## src/rtl/iss_pkg.sv

```systemverilog
// Shared defaults and helpers for the issue selector.
// Assumes: sequence numbers compare as plain unsigned values (no wrap).
package iss_pkg;
    localparam int DEF_NCLS  = 4;   // operation classes
    localparam int DEF_DEPTH = 4;   // ready entries per class pool
    localparam int DEF_SEQW  = 8;   // sequence number width
    localparam int DEF_W     = 2;   // issue width
    localparam int DEF_LATW  = 3;   // issue latency field width

    // Width of a counter that holds values 0..n.
    function automatic int cnt_bits(input int n);
        return (n < 2) ? 1 : $clog2(n + 1);
    endfunction
endpackage

```

## src/rtl/iss_pool.sv

```systemverilog
// Per-class ready pool: unordered slots holding sequence number and squash flag.
// Assumes: upstream never writes into a full pool; squashed slots drop every cycle.
module iss_pool #(
    parameter int DEPTH = iss_pkg::DEF_DEPTH,
    parameter int SEQW  = iss_pkg::DEF_SEQW
) (
    input  logic                        clk,
    input  logic                        rst_n,
    input  logic                        wr_en,
    input  logic [SEQW-1:0]             wr_seq,
    input  logic                        wr_sq,
    input  logic [DEPTH-1:0]            take,
    output logic [DEPTH-1:0]            vld,
    output logic [DEPTH-1:0]            sq,
    output logic [DEPTH-1:0][SEQW-1:0]  seq
);
    logic [DEPTH-1:0] wsel;

    // Pick the lowest free slot for an incoming write.
    always_comb begin
        wsel = '0;
        for (int d = 0; d < DEPTH; d++) begin
            if (!vld[d] && wsel == '0) wsel[d] = 1'b1;
        end
    end

    // Slot update: write, or release on grant or squash.
    always_ff @(posedge clk) begin
        if (!rst_n) begin
            vld <= '0;
            sq  <= '0;
            seq <= '0;
        end else begin
            for (int d = 0; d < DEPTH; d++) begin
                if (wr_en && wsel[d]) begin
                    vld[d] <= 1'b1;
                    sq[d]  <= wr_sq;
                    seq[d] <= wr_seq;
                end else if (take[d] || sq[d]) begin
                    vld[d] <= 1'b0;
                end
            end
        end
    end
endmodule

```

## src/rtl/iss_unit.sv

```systemverilog
// Per-class functional unit tracker: release timing and long-latency handoff.
// Assumes: issue is only raised while free is 1; latency 0 or 1 means pipelined.
module iss_unit #(
    parameter int SEQW = iss_pkg::DEF_SEQW,
    parameter int LATW = iss_pkg::DEF_LATW
) (
    input  logic            clk,
    input  logic            rst_n,
    input  logic            issue,
    input  logic [LATW-1:0] lat,
    input  logic [SEQW-1:0] seq,
    input  logic            avail,
    output logic            free,
    output logic            rel,
    output logic            xfer_vld,
    output logic [SEQW-1:0] xfer_seq
);
    logic [LATW-1:0] left_q;
    logic            pipe_q;
    logic [SEQW-1:0] hold_q;

    // Reservation countdown and pipelined release flag.
    always_ff @(posedge clk) begin
        if (!rst_n) begin
            left_q <= '0;
            pipe_q <= 1'b0;
            hold_q <= '0;
        end else begin
            pipe_q <= issue && (lat <= LATW'(1));
            if (issue && (lat > LATW'(1))) begin
                left_q <= lat - LATW'(1);
                hold_q <= seq;
            end else if (left_q != '0) begin
                left_q <= left_q - LATW'(1);
            end
        end
    end

    // Availability and completion outputs.
    always_comb begin
        free     = avail && (left_q == '0);
        xfer_vld = (left_q == LATW'(1));
        xfer_seq = hold_q;
        rel      = pipe_q || xfer_vld;
    end
endmodule

```

## src/rtl/iss_pick.sv

```systemverilog
// Oldest-first picker: W rounds, each taking the oldest eligible entry of any class.
// Assumes: unique sequence numbers; a unit class issues at most once per cycle.
module iss_pick #(
    parameter int NCLS  = iss_pkg::DEF_NCLS,
    parameter int DEPTH = iss_pkg::DEF_DEPTH,
    parameter int SEQW  = iss_pkg::DEF_SEQW,
    parameter int W     = iss_pkg::DEF_W,
    localparam int N    = NCLS * DEPTH,
    localparam int CW   = $clog2(NCLS),
    localparam int CNTW = iss_pkg::cnt_bits(W)
) (
    input  logic [N-1:0]             e_vld,
    input  logic [N-1:0]             e_sq,
    input  logic [N-1:0][SEQW-1:0]   e_seq,
    input  logic [NCLS-1:0]          unit_free,
    input  logic [NCLS-1:0]          no_unit,
    output logic [N-1:0]             e_take,
    output logic [NCLS-1:0]          cls_gnt,
    output logic [NCLS*SEQW-1:0]     cls_gseq,
    output logic [W-1:0]             gnt_vld,
    output logic [W*SEQW-1:0]        gnt_seq,
    output logic [W*CW-1:0]          gnt_cls,
    output logic [CNTW-1:0]          issue_cnt,
    output logic [NCLS-1:0]          cls_stall
);
    logic            found;
    int              bidx;
    logic [SEQW-1:0] bseq;
    logic [SEQW-1:0] last_seq;
    logic            older;

    // Grant rounds followed by stall classification.
    always_comb begin
        e_take    = '0;
        cls_gnt   = '0;
        cls_gseq  = '0;
        gnt_vld   = '0;
        gnt_seq   = '0;
        gnt_cls   = '0;
        issue_cnt = '0;
        cls_stall = '0;
        last_seq  = '0;
        found     = 1'b0;
        bidx      = 0;
        bseq      = '0;
        older     = 1'b0;
        for (int r = 0; r < W; r++) begin
            found = 1'b0;
            bidx  = 0;
            bseq  = '0;
            for (int e = 0; e < N; e++) begin
                if (e_vld[e] && !e_sq[e] && !e_take[e] &&
                    (no_unit[e / DEPTH] || (unit_free[e / DEPTH] && !cls_gnt[e / DEPTH])) &&
                    (!found || (e_seq[e] < bseq))) begin
                    found = 1'b1;
                    bidx  = e;
                    bseq  = e_seq[e];
                end
            end
            if (found) begin
                e_take[bidx]                          = 1'b1;
                cls_gnt[bidx / DEPTH]                 = 1'b1;
                cls_gseq[(bidx / DEPTH) * SEQW +: SEQW] = bseq;
                gnt_vld[r]                            = 1'b1;
                gnt_seq[r * SEQW +: SEQW]             = bseq;
                gnt_cls[r * CW +: CW]                 = CW'(bidx / DEPTH);
                issue_cnt                             = issue_cnt + CNTW'(1);
                last_seq                              = bseq;
            end
        end
        for (int c = 0; c < NCLS; c++) begin
            older = 1'b0;
            for (int d = 0; d < DEPTH; d++) begin
                if (e_vld[c * DEPTH + d] && !e_sq[c * DEPTH + d] &&
                    ((int'(issue_cnt) < W) || (e_seq[c * DEPTH + d] < last_seq)))
                    older = 1'b1;
            end
            cls_stall[c] = older && !no_unit[c] && !unit_free[c];
        end
    end
endmodule

```

## src/rtl/iss_sel_top.sv

```systemverilog
// Issue selector top: per-class pools and unit trackers around one oldest-first picker.
// Assumes: NCLS >= 2; at most one ready-entry write per cycle.
module iss_sel_top #(
    parameter int NCLS  = iss_pkg::DEF_NCLS,
    parameter int DEPTH = iss_pkg::DEF_DEPTH,
    parameter int SEQW  = iss_pkg::DEF_SEQW,
    parameter int W     = iss_pkg::DEF_W,
    parameter int LATW  = iss_pkg::DEF_LATW,
    localparam int N    = NCLS * DEPTH,
    localparam int CW   = $clog2(NCLS),
    localparam int CNTW = iss_pkg::cnt_bits(W)
) (
    input  logic                  clk,
    input  logic                  rst_n,
    input  logic                  ins_vld,
    input  logic [SEQW-1:0]       ins_seq,
    input  logic [CW-1:0]         ins_cls,
    input  logic                  ins_sq,
    input  logic [NCLS-1:0]       fu_avail,
    input  logic [NCLS-1:0]       no_unit,
    input  logic [NCLS*LATW-1:0]  cls_lat,
    output logic [W-1:0]          gnt_vld,
    output logic [W*SEQW-1:0]     gnt_seq,
    output logic [W*CW-1:0]       gnt_cls,
    output logic [CNTW-1:0]       issue_cnt,
    output logic [NCLS-1:0]       unit_rel,
    output logic [NCLS-1:0]       xfer_vld,
    output logic [NCLS*SEQW-1:0]  xfer_seq,
    output logic [NCLS-1:0]       cls_stall
);
    logic [N-1:0]           e_vld;
    logic [N-1:0]           e_sq;
    logic [N-1:0][SEQW-1:0] e_seq;
    logic [N-1:0]           e_take;
    logic [NCLS-1:0]        unit_free;
    logic [NCLS-1:0]        cls_gnt;
    logic [NCLS*SEQW-1:0]   cls_gseq;

    for (genvar c = 0; c < NCLS; c++) begin : g_cls
        iss_pool #(.DEPTH(DEPTH), .SEQW(SEQW)) i_pool (
            .clk    (clk),
            .rst_n  (rst_n),
            .wr_en  (ins_vld && (ins_cls == CW'(c))),
            .wr_seq (ins_seq),
            .wr_sq  (ins_sq),
            .take   (e_take[c * DEPTH +: DEPTH]),
            .vld    (e_vld[c * DEPTH +: DEPTH]),
            .sq     (e_sq[c * DEPTH +: DEPTH]),
            .seq    (e_seq[c * DEPTH +: DEPTH])
        );

        iss_unit #(.SEQW(SEQW), .LATW(LATW)) i_unit (
            .clk      (clk),
            .rst_n    (rst_n),
            .issue    (cls_gnt[c] && !no_unit[c]),
            .lat      (cls_lat[c * LATW +: LATW]),
            .seq      (cls_gseq[c * SEQW +: SEQW]),
            .avail    (fu_avail[c]),
            .free     (unit_free[c]),
            .rel      (unit_rel[c]),
            .xfer_vld (xfer_vld[c]),
            .xfer_seq (xfer_seq[c * SEQW +: SEQW])
        );
    end

    iss_pick #(.NCLS(NCLS), .DEPTH(DEPTH), .SEQW(SEQW), .W(W)) i_pick (
        .e_vld     (e_vld),
        .e_sq      (e_sq),
        .e_seq     (e_seq),
        .unit_free (unit_free),
        .no_unit   (no_unit),
        .e_take    (e_take),
        .cls_gnt   (cls_gnt),
        .cls_gseq  (cls_gseq),
        .gnt_vld   (gnt_vld),
        .gnt_seq   (gnt_seq),
        .gnt_cls   (gnt_cls),
        .issue_cnt (issue_cnt),
        .cls_stall (cls_stall)
    );
endmodule

```

## config.mk

```make
export PLATFORM = sky130hd
export DESIGN_NAME = iss_sel_top
export DESIGN_NICKNAME = d
export VERILOG_FILES = /design/src/rtl/iss_pkg.sv /design/src/rtl/iss_pool.sv /design/src/rtl/iss_unit.sv /design/src/rtl/iss_pick.sv /design/src/rtl/iss_sel_top.sv
export SDC_FILE = /design/constraint.sdc
export NUM_CORES = 1
export LEC_CHECK = 0
export BUFFER_PORTS_ARGS = -buffer_cell sky130_fd_sc_hd__buf_2
export CAP_MARGIN = 25
export CORE_UTILIZATION = 58
export DETAILED_ROUTE_END_ITERATION = 10
export PLACE_DENSITY = 0.89
export SETUP_SLACK_MARGIN = 0.1
export SLEW_MARGIN = 20
export SYNTH_ARGS = -nofsm -noshare
export SYNTH_HDL_FRONTEND = slang
export SYNTH_SLANG_ARGS = --single-unit
export TNS_END_PERCENT = 100
```

## constraint.sdc

```tcl
create_clock -name clk -period 61.4 [get_ports clk]
set_input_delay 3.07 -clock clk [delete_from_list [all_inputs] [get_ports clk]]
set_output_delay 3.07 -clock clk [all_outputs]
set_load 0.02 [all_outputs]
```

==> results of run 1 <==
## timing repair
item                                    CTS
setup buffers                           118
cloned                                   11
gates resized for setup                 156
pin swaps                                74
endpoints found under the setup margin   21
hold endpoints to repair                  0
## logic make-up after synthesis
group,Yosys count
xor gates and xnor gates,11
AOI/OAI and AO/OA,910
muxes,205
adders and majority gates,336
and+or+nand+nor,1048
DFF,208
buffers and inverters,338
## per-stage QoR
stage	setup TNS, ns	setup WS, ns	utilization, %	hold WS [ns]
floorplan	0	0.109	-	0.431
global placement	-2.19	-0.747	64.6	0.442
detailed placement	-33.30	-4.18	64.7	0.455
CTS	0	0.100	71.2	0.477
## routing by layer
layer | GRT usage, % | overflow
met1 | 87.5 | 55
met4 | 94.4 | 268
met2 | 101 | 470
met3 | 84.3 | 86
met5 | 67.3 | 5
==> flow_summary.ini, run 1 <==
[synthesis]
synth_edf_count = 0
synth_fp_nets = 3413
synth_mux_area_share_pct = 9.22
synth.distinct_cells = 125
synth_top_area_share_pct = 18.1
synth_ff_type = dfxtp_1
synth_common_cells = ha_1, nor2_1, nand2_1
async_reset_ff_share_pct = 0
synth_top_cell_by_area = dfxtp_1
syn_area_mm2 = 0.0230
avgSynthCellArea_um2 = 7.53
synth_compound_area_share_pct = 26.5
synth_xor_area_share_pct = 0.419
synth_warnings = 0
ys_ff_latch = 208
synthSimpleGateAreaFrac_pct = 21.7
synth_top_family_by_area = compound AO/OA/AOI/OAI gates
seq_area_frac_synth_pct = 18.1
synth_adder_area_share_pct = 18.1
ys_top_cells_by_area = dfxtp_1, ha_1, mux2i_1, a21oi_1, nor2_1
syn_inst = 3056

[outcome]
status = stopped before the end
error = [ERROR GRT-0232] Routing congestion too high. Check the congestion heatmap in the GUI.
flow.stopped_at = global routing

[grt]
grt_usage_pct = 90.9
grt_max_degree = 66
gr-total-overflow = 884

[place]
routabilityCongestion = 1.13
dp.final_hpwl_mm = 66.1
placed_cell_area_mm2 = 0.0252
dp.cells = 3685
io_buffers = 101

[timing]
worst_endpoint = cls_stall[2]
worst-ep-kind = top-level output

[clock_network]
cts_htree_levels = 1
numCtsBuffers = 25
clk_path_buf_depth = 3
cts_num_sinks = 208
cts_root_buf = clkbuf_16
holdBufCountCts = 0

[floorplanning]
start_util_pct = 59.1
die-height_um = 201
die_x_um = 201
io_pins = 102
row_count = 72
==> run 2: changes to the inputs <==
Settings changed: CORE_UTILIZATION 58 to 40, PLACE_DENSITY 0.89 to not set, PLACE_DENSITY_LB_ADDON set to 0.15, SETUP_SLACK_MARGIN 0.1 to not set.
Clock period 61.4 ns to 79.8 ns, I/O delays scaled along.
==> run 2 against run 1 <==
Effect of this change: synthesized area unchanged; synthesized cell count unchanged; the flow now finishes without violations.
==> flow_summary.ini, run 2 <==
[outcome]
status = finished, final reports clean

[timing]
final_max_slew_viol_count = 0
period_share_pct = 93.5
timing.fmax_mhz = 13.4
relSlewSlack_pct = 32.3
worst_slew_pin_slew_ns = 1.00
hold_viol = 0
fin_skew_ns = 0.0183
fin_ws_ns = 5.21
layout_min_cycle_time_ns = 74.59
setup_viol = 0

[worst_setup_path]
max_stage_delay_ns = 0.55
cp.arrival_ns = 70.60
crit_path_end_kind = primary output
crit_buf_inv = 35
worst-path-max-fanout = 22
required_ns = 75.81
cp_slowest_cell = a2111oi_1
cpLargestDelayFamily = compound AO/OA/AOI/OAI gates
critPathLaunchType = input port
path_class = input port to primary output
cpMostUsedCell = a21oi_1

[final_layout]
instances_no_fill = 3890
top_register = g_cls.i_pool.seq
final_common_cell = ha_1
layout-drive-gt1-share_pct = 11.5
final_cell_mix = ha_1, nor2_1, nand2_1
nets = 3468
syn_to_final_growth_pct = 10.4
largest_register_ff_count = 128

[floorplanning]
die_area_mm2 = 0.0585
die_x_um = 242
row_count = 87
start_util_pct = 40.6
core_mm2 = 0.0566
io_pins = 102
die-height_um = 242

[pwr]
power_density_mw_per_mm2 = 16.3
leakage_nw = 10.8
peakVddDrop_v = 0.0000151

[grt]
grt_pass1_wl_mm = 140
grt_usage_pct = 30.8
gr-total-overflow = 0
grt_max_degree = 106
grt_pass1_vias = 22700
antenna_found_initial = 2

[synthesis]
synth_top_area_share_pct = 18.1
synth.distinct_cells = 125
synth_fp_nets = 3413
ys_ff_latch = 208
syn_inst = 3056
synth_common_cells = ha_1, nor2_1, nand2_1
syn_area_mm2 = 0.0230
ys_top_cells_by_area = dfxtp_1, ha_1, mux2i_1, a21oi_1, nor2_1
synth_top_cell_by_area = dfxtp_1
synth_ff_type = dfxtp_1
synth_warnings = 0
async_reset_ff_share_pct = 0
seq_area_frac_synth_pct = 18.1
avgSynthCellArea_um2 = 7.53
synth_edf_count = 0

[place]
routabilityCongestion = 0.987
dp.cells = 3822
dp.final_hpwl_mm = 71.0
io_buffers = 101
dp_slack_ns = 2.16

[detailed_routing]
detail-route-antenna-nets = 0
viasPerCell = 6.17
drt_wl_total_mm = 93.6
drt_pass1_iterations = 6
avgRoutedWirePerCell_um = 24.1
num_vias = 24000
drc = 0
drt_iter0_drc = 1914

[clock_network]
cts_htree_levels = 1
clkTransAtPathRegs_ns = 0.06
holdBufCountCts = 0
clock_latency_ns = 0.58
numCtsBuffers = 27
cts_num_sinks = 208
clk_path_buf_depth = 3
tritoncts = yes
cts_root_buf = clkbuf_16

[worst_hold_path]
hold_path.class = flip-flop to flip-flop

[run]
maxCapViolations = 0
-- run 2: stage by stage --
stage	area (um^2)	TNS [ns]	power (mW)	util, %	hold slack [ns]
after floorplan	23000	0	0.226	-	0.431
after global placement	24200	0	0.277	42.8	0.440
after detailed placement	24200	0	0.280	42.8	0.447
after CTS	25100	0	0.411	44.4	0.455
after global routing	25400	-0.0610	0.435	44.9	0.480
final	25400	0	0.413	44.9	0.455
-- run 2: worst reg2reg max path, delay by kind of cell, from the launching register on --
| kind | cells | cell delay, ns |
|---|---|---|
| mux | 15 | 5.36 |
| compound gates | 144 | 31.94 |
| flops | 1 | 0.31 |
| buf+inv | 32 | 3.22 |
| fa+ha+maj | 33 | 9.12 |
| simple gates | 89 | 16.46 |
-- run 2: repair_timing --
item,in CTS,in global routing
buffers inserted,0,13
gates resized for setup,0,31
endpoints found under the hold margin,0,0
setup endpoints to repair,0,14
-- run 2: final cells by class --
cell class              count  area (um^2)
inverters                 205          774
clock inverters            17          189
fillers                  5743        31200
repair buffers            158          935
multi-input cells        2511        17700
diodes                      3         7.51
well taps                 756          946
clock buffers              32          724
flip-flops and latches    208         4160
-- run 2: path summary, 6_finish.rpt --
kind                        startpoint                     endpoint  slack, ns  cells past startpoint
max                        fu_avail[0]                 cls_stall[0]       5.21                    319
min              g_cls[2].i_pool.sq[0]        g_cls[2].i_pool.sq[0]       0.46                      2
max reg2reg  g_cls[0].i_unit.left_q[0]  g_cls[2].i_unit.xfer_seq[6]      13.31                    313
min reg2reg      g_cls[2].i_pool.sq[0]        g_cls[2].i_pool.sq[0]       0.46                      2
-- run 2: where the power goes --
part | internal [mW] | total (mW) | switching, mW
clock network | 0.0748 | 0.129 | 0.0542
registers | 0.108 | 0.113 | 0.00440
logic | 0.0580 | 0.171 | 0.113
total | 0.241 | 0.413 | 0.172
-- run 2: cell families after synthesis --
family	share of synthesized area (%)
AO/OA/AOI/OAI	26.5
XOR/XNOR	0.419
adder cells (fa/ha/maj)	18.1
buffers and inverters	5.89
flip-flops	18.1
multiplexers	9.22
AND/OR/NAND/NOR	21.7
-- run 2: layer usage --
layer	global-route usage, %	share of wire (%)	vias up
met5	0	0.014	-
met2	49.9	45	1072
met3	4.27	7.4	196
met4	11.5	4.1	2
li1	-	-	11300
met1	41.3	44	11500
No activity file was read; power rests on OpenSTA's default activity.
